[src/rtl/fxp_pkg.sv]
package fxp_pkg;
  typedef enum logic [1:0] {
    Q_TRUNC = 2'd0,
    Q_SYM   = 2'd1,
    Q_EVEN  = 2'd2
  } fxp_quant_e;

  typedef struct packed {
    logic roundSym;
    logic roundEven;
    logic satOn;
  } fxp_round_t;

  typedef struct packed {
    logic advance;
    logic clear;
  } fxp_pipe_t;
endpackage

[src/rtl/fxp_ctrl.sv]
module fxp_ctrl
  import fxp_pkg::*;
(
  input  logic       rst,
  input  logic       en,
  input  logic [1:0] quantMode,
  input  logic       satMode,
  output fxp_round_t rnd,
  output fxp_pipe_t  pipe
);
  always_comb begin
    rnd.roundSym  = (quantMode == Q_SYM);
    rnd.roundEven = (quantMode == Q_EVEN);
    rnd.satOn     = satMode;
    pipe.clear    = rst;
    pipe.advance  = en & ~rst;
  end
endmodule

[src/rtl/fxp_datapath.sv]
module fxp_datapath
  import fxp_pkg::*;
#(
  parameter int IN_W       = 8,
  parameter int IN_FRAC    = 4,
  parameter bit IN_SIGNED  = 1'b1,
  parameter int OUT_W      = 4,
  parameter int OUT_FRAC   = 2,
  parameter bit OUT_SIGNED = 1'b1
) (
  input  logic [IN_W-1:0]  dIn,
  input  fxp_round_t       rnd,
  output logic [OUT_W-1:0] convVal
);
  localparam int SHIFT_UP = (OUT_FRAC > IN_FRAC) ? OUT_FRAC - IN_FRAC : 0;
  localparam int DROP     = (IN_FRAC > OUT_FRAC) ? IN_FRAC - OUT_FRAC : 0;
  localparam int BASE_W   = (IN_W + SHIFT_UP > OUT_W) ? IN_W + SHIFT_UP : OUT_W;
  localparam int WW       = BASE_W + 2;
  localparam logic signed [WW-1:0] ONE   = {{(WW-1){1'b0}}, 1'b1};
  localparam logic signed [WW-1:0] MAX_V = OUT_SIGNED ? (ONE <<< (OUT_W-1)) - ONE
                                                      : (ONE <<< OUT_W) - ONE;
  localparam logic signed [WW-1:0] MIN_V = OUT_SIGNED ? -(ONE <<< (OUT_W-1)) : '0;

  logic signed [WW-1:0] extVal, aligned, floorVal, rounded;
  logic roundUp;

  assign extVal   = {{(WW-IN_W){IN_SIGNED && dIn[IN_W-1]}}, dIn};
  assign aligned  = extVal <<< SHIFT_UP;
  assign floorVal = aligned >>> DROP;

  generate
    if (DROP == 0) begin : g_noRound
      assign roundUp = 1'b0;
    end else begin : g_round
      localparam logic [DROP-1:0] HALF = DROP'(1) << (DROP-1);
      logic [DROP-1:0] remBits;
      logic atHalf, aboveHalf, anyRound;
      assign remBits   = aligned[DROP-1:0];
      assign atHalf    = (remBits == HALF);
      assign aboveHalf = (remBits > HALF);
      assign anyRound  = rnd.roundSym | rnd.roundEven;
      assign roundUp   = anyRound & (aboveHalf | (atHalf &
                         ((rnd.roundSym & ~aligned[WW-1]) | (rnd.roundEven & floorVal[0]))));
    end
  endgenerate

  assign rounded = floorVal + {{(WW-1){1'b0}}, roundUp};

  always_comb begin
    if (rnd.satOn && (rounded > MAX_V))      convVal = MAX_V[OUT_W-1:0];
    else if (rnd.satOn && (rounded < MIN_V)) convVal = MIN_V[OUT_W-1:0];
    else                                     convVal = rounded[OUT_W-1:0];
  end
endmodule

[src/rtl/fxp_delay.sv]
module fxp_delay
  import fxp_pkg::*;
#(
  parameter int W     = 4,
  parameter int DEPTH = 2
) (
  input  logic         clk,
  input  fxp_pipe_t    pipe,
  input  logic [W-1:0] dIn,
  output logic [W-1:0] dOut
);
  generate
    if (DEPTH == 0) begin : g_comb
      assign dOut = dIn;
    end else begin : g_regs
      logic [W-1:0] stg [DEPTH];
      always_ff @(posedge clk) begin
        if (pipe.clear) begin
          for (int i = 0; i < DEPTH; i++) stg[i] <= '0;
        end else if (pipe.advance) begin
          stg[0] <= dIn;
          for (int i = 1; i < DEPTH; i++) stg[i] <= stg[i-1];
        end
      end
      assign dOut = stg[DEPTH-1];
    end
  endgenerate
endmodule

[src/rtl/fxp_convert.sv]
module fxp_convert
  import fxp_pkg::*;
#(
  parameter int IN_W       = 8,
  parameter int IN_FRAC    = 4,
  parameter bit IN_SIGNED  = 1'b1,
  parameter int OUT_W      = 4,
  parameter int OUT_FRAC   = 2,
  parameter bit OUT_SIGNED = 1'b1,
  parameter int LATENCY    = 2
) (
  input  logic             clk,
  input  logic             rst,
  input  logic             en,
  input  logic [1:0]       quantMode,
  input  logic             satMode,
  input  logic [IN_W-1:0]  dIn,
  output logic [OUT_W-1:0] dOut
);
  fxp_round_t rnd;
  fxp_pipe_t  pipe;
  logic [OUT_W-1:0] convVal;

  fxp_ctrl u_ctrl (
    .rst(rst), .en(en), .quantMode(quantMode), .satMode(satMode),
    .rnd(rnd), .pipe(pipe)
  );

  fxp_datapath #(
    .IN_W(IN_W), .IN_FRAC(IN_FRAC), .IN_SIGNED(IN_SIGNED),
    .OUT_W(OUT_W), .OUT_FRAC(OUT_FRAC), .OUT_SIGNED(OUT_SIGNED)
  ) u_dp (
    .dIn(dIn), .rnd(rnd), .convVal(convVal)
  );

  fxp_delay #(.W(OUT_W), .DEPTH(LATENCY)) u_dly (
    .clk(clk), .pipe(pipe), .dIn(convVal), .dOut(dOut)
  );
endmodule

[config.mk]
export PLATFORM = sky130hd
export DESIGN_NAME = fxp_convert
export DESIGN_NICKNAME = d
export VERILOG_FILES = /design/src/rtl/fxp_pkg.sv /design/src/rtl/fxp_ctrl.sv /design/src/rtl/fxp_datapath.sv /design/src/rtl/fxp_delay.sv /design/src/rtl/fxp_convert.sv
export SDC_FILE = /design/constraint.sdc
export NUM_CORES = 1
export LEC_CHECK = 0
export CORE_MARGIN = 4
export CORE_UTILIZATION = 39
export CTS_BUF_LIST = sky130_fd_sc_hd__clkbuf_8 sky130_fd_sc_hd__clkbuf_16
export DETAILED_ROUTE_END_ITERATION = 10
export GPL_TIMING_DRIVEN = 0
export PLACE_DENSITY_LB_ADDON = 0.15
export SLEW_MARGIN = 5
export SYNTH_ARGS = -nofsm -noshare
export SYNTH_HDL_FRONTEND = slang
export SYNTH_SLANG_ARGS = --single-unit
[constraint.sdc]
create_clock -name clk -period 2.3 [get_ports clk]
set_input_delay 0.23 -clock clk [delete_from_list [all_inputs] [get_ports clk]]
set_output_delay 0.23 -clock clk [all_outputs]
set_load 0.01 [all_outputs]
==> flow_results.org <==
** Floorplan
- Row generation in the floorplan step produced 13 rows.
- Placeable core region :: between 1000 and 1500 µm²
- From left edge to right edge, the die measures roughly 46 µm.
- The die is approximately 46 µm tall.
- The initial utilization of the core area, before any placement, comes to 0.4254.
- The floorplan step defined a die boundary enclosing between 2000 and 2500 µm².
- 18 I/O pins were placed.

** Routing
- Highest metal layer used by the detailed router :: met3
- Number of antenna-violating nets in the routed design :: 0
- DRC viols :: 0
- The first TritonRoute pass finished after 4 iterations.
- M1 WL :: 468 µm
- Vias per std cell :: between 5 and 6
- The routed design uses about 500 µm of met2 wire.
- Wire segments on met3 add up to 80 µm in the final route.
- Via count :: around 470
- Initial drt markers :: 14
- Routed len/inst :: 12.02 µm
- For this block, the routed nets add up to 1046 µm of wire.

** Finish
- Most frequent standard cell in the layout excluding fill and tap cells :: sky130_fd_sc_hd__clkdlybuf4s50_1
- Of the cells placed in the final design, the portion with a size suffix greater than 1 is 0.2500.
- The count of cells in the finished layout, fillers not included, comes to 87.
- Commonest non-fill, non-tap cells in the layout :: 13 x sky130_fd_sc_hd__clkdlybuf4s50_1, 8 x sky130_fd_sc_hd__edfxtp_1, 5 x sky130_fd_sc_hd__and2_1, 5 x sky130_fd_sc_hd__buf_4
- After the last flow step, the layout net total stands at between 90 and 100.
- Biggest regs :: u_dly.g_regs.stg (8)
- Counting flops per register, the top entry is u_dly.g_regs.stg.
- From synthesis to final layout, the design area changed by 43.79%.
- The number of antenna diodes in the final layout is 0.
- Core occupancy in the finished layout :: 0.6117
- Once layout is done, the placed cells without fillers occupy approximately 830 µm².
- Largest register FFs :: 8

** Timing
- Actual slew at the worst max-slew pin :: approximately 0.30 ns
- Setup total negative slack on the finished layout was measured at 0 ns.
- Worst rel slew slack :: 0.7980
- Timing would allow up to between 400 and 500 MHz.
- The count of endpoints failing hold in the final timing report came to 0.
- Dividing the final minimum period by the clock period gives 0.9465.
- Counting I/O delays and the setup requirement, the final critical path takes 2.177 ns.
- RSZ-0062 raised after global routing :: no
- Number of setup violations in the final report :: 0
- For the final database, setup skew stands at around 0.00011 ns.
- Fin. max-slew vios :: 0

** Clock network
- TritonCTS built the clock tree.
- Sinks on the clock net :: 8
- Buffers inserted during clock tree synthesis total 3.
- In this run the number of H-tree levels came out at 1.
- The clock passes through at most 2 buffers.
- Library cell used as clock root buffer :: sky130_fd_sc_hd__clkbuf_8
- The later pin in the worst-skew pair is clocked with a latency of between 0.2 and 0.25 ns.
- Post-CTS Hold Buffers :: 0
- Clock transition at path regs :: 0.04 ns

** Synth
- Top cells by area in the synthesized netlist :: sky130_fd_sc_hd__edfxtp_1 42%, sky130_fd_sc_hd__ha_1 8.7%, sky130_fd_sc_hd__and2_1 5.4%, sky130_fd_sc_hd__buf_4 5.2%, sky130_fd_sc_hd__a31o_1 4.6%
- For this run, the number of Yosys warnings is 0.
- A synthesized cell averages between 10 and 15 µm².
- Of the total synthesized cell area, the portion taken by AND, OR, NAND and NOR gates is 0.2266.
- Compound-gate portion of the synthesized area :: 0.1394
- In the synthesized netlist, the number of instances is 52.
- The number of different library cells used by synthesis comes to 28.
- Of the post-synthesis cell area, the dominant cell type holds 0.4183.
- Adder-cell share of the synthesized area :: 0.08715
- Leading area contributor after synthesis :: sky130_fd_sc_hd__edfxtp_1
- Mapped cell area :: about 570 µm²
- Of the total synthesized cell area, the portion taken by XOR and XNOR cells is 0.01525.
- Mux cell area share after synthesis :: 0.02614
- Share of the yosys chip area belonging to registers :: 0.4183
- Number of flip-flops and latches in the synthesized netlist :: 8
- By area, the combinational part of the netlist is dominated by simple AND/OR/NAND/NOR gates.
- The number of nets in the synthesized netlist is 70.

** Power and ir drop
- Static leakage :: about 0.33 nW
- Dividing total power by cell area gives a power density of between 500 and 600 nW/µm².
- VDD IR max :: 0.2214 mV

** Placed design
- The number of placed instances, taps included, is just over 80.
- During placement, the flow inserted port buffers numbering 16.
- The placed instances occupy a cell area of 753.2 µm².
- Routability Congestion :: roughly 0.73
- The wire-length estimate of the detail-placed layout is roughly 760 µm.

** Worst setup path
- FF-to-FF End :: u_dly.g_regs.stg[0][4]
- Highest fanout seen on the critical path :: 5
- Worst reg-to-reg path cell count :: 1
- Arrival @ worst endpoint :: 2.14 ns
- Register-to-Register Setup Slack :: around 1.6 ns
- Required time of the worst setup path :: 2.27 ns
- The worst register-to-register path begins at u_dly.g_regs.stg[0][0].
- The critical path in this run is classified as in -> reg.
- Startpoint types :: input pin
- STA classifies the critical path endpoint as a register.

** Hold path
- Along the worst hold path, the cell count comes to 1.
- The worst hold path terminates at u_dly.g_regs.stg[0][6].
- In this run the most critical hold path is launched from u_dly.g_regs.stg[0][2].
- Hold crit path type :: reg -> reg

** Flow run
- Across the run, the number of max-cap violations was 0.

** Global route
- Residual overflow from global routing :: 0
- The number of antenna violations at the first check in global routing was 0.
- Entering global routing, the biggest net connects 10 pins.
- The number of global-route vias before repair is between 400 and 500.
- Overall fraction of global-route tracks in use :: 0.1178
- Wire length of the first global-routing pass :: 1787 µm

** Run status
- Outcome :: finished clean
-- where the power goes --
part           switching [mW]  internal (mW)  total [mW]
Combinational          0.0359         0.0499      0.0858
Sequential            0.00214          0.175       0.177
Clock                  0.0480          0.113       0.161
-- logic make-up after synthesis --
kind of cell / after synthesis
simple gates: 19
xor+xnor: 1
mux: 1
fa+ha+maj: 4
flops: 8
compound gates: 10
buf+inv: 9
-- per-stage QoR --
step | hold slack, ns | total power, mW | setup WS [ns]
floorplan | 0.4373 | 0.2195 | 0.1741
global placement | 0.4992 | 0.2603 | -0.4496
detailed placement | 0.5025 | 0.2611 | -0.4674
CTS | 0.5113 | 0.4267 | 0.1634
global route | 0.5341 | 0.4495 | 0.003024
finish | 0.5102 | 0.4237 | 0.1231
-- worst max path at each step --
stage | endpoint | startpoint | slack (ns)
floorplan | u_dly.g_regs.stg[0][0] | quantMode[1] | 0.17
global placement | u_dly.g_regs.stg[0][1] | quantMode[1] | -0.45
detailed placement | u_dly.g_regs.stg[0][1] | quantMode[1] | -0.47
CTS | u_dly.g_regs.stg[0][1] | quantMode[0] | 0.16
global route | u_dly.g_regs.stg[0][1] | quantMode[1] | 0.003
finish | u_dly.g_regs.stg[0][1] | quantMode[0] | 0.12
-- worst max-delay path, stage by stage --
cell,delay [ns]
sky130_fd_sc_hd__dlygate4sd2_1,0.24
sky130_fd_sc_hd__ha_1,0.22
sky130_fd_sc_hd__a221oi_2,0.27
sky130_fd_sc_hd__nor3b_1,0.09
sky130_fd_sc_hd__ha_2,0.23
sky130_fd_sc_hd__ha_4,0.19
sky130_fd_sc_hd__nor4b_2,0.24
sky130_fd_sc_hd__mux2_4,0.21
sky130_fd_sc_hd__nor3_4,0.05
sky130_fd_sc_hd__a31o_1,0.19
-- layer usage --
| layer | up-vias | GRT usage |
|---|---|---|
| met4 | 0 | 0.05114 |
| met3 | 0 | 0.02344 |
| met5 | - | 0 |
| li1 | 236 | - |
| met2 | 16 | 0.1813 |
| met1 | 213 | 0.1583 |
-- area by class of cell --
type	count	area, µm²
inverters	3	11.26
flip-flops and latches	8	240.2
well taps	15	18.77
clock buffers	3	41.29
repair buffers	17	163.9
fillers	139	524.3
multi-input cells	35	311.5
plain buffers	6	38.79
-- cell usage after synthesis (all sizes together) --
cell type and n:
mux2 1, nor3b 1, nor2b 1, nand4 3, nor3 2, a31o 3
xor2 1, o22a 1, a221oi 1, inv 3, ha 4, nand4b 1
nor2 2, o21a 1, edfxtp 8, o21ai 1, and2 5, nand2 1
o211ai 1, a21oi 1, clkbuf 1, buf 5, or2 1, nand3 1
nor4b 1, a32o 1
-- timing repair --
item,in CTS,in global routing
resized for setup,8,0
pin swaps,3,1
endpoints found under the setup margin,4,2
buffers inserted,1,0
No activity file was read; power rests on OpenSTA's default activity.
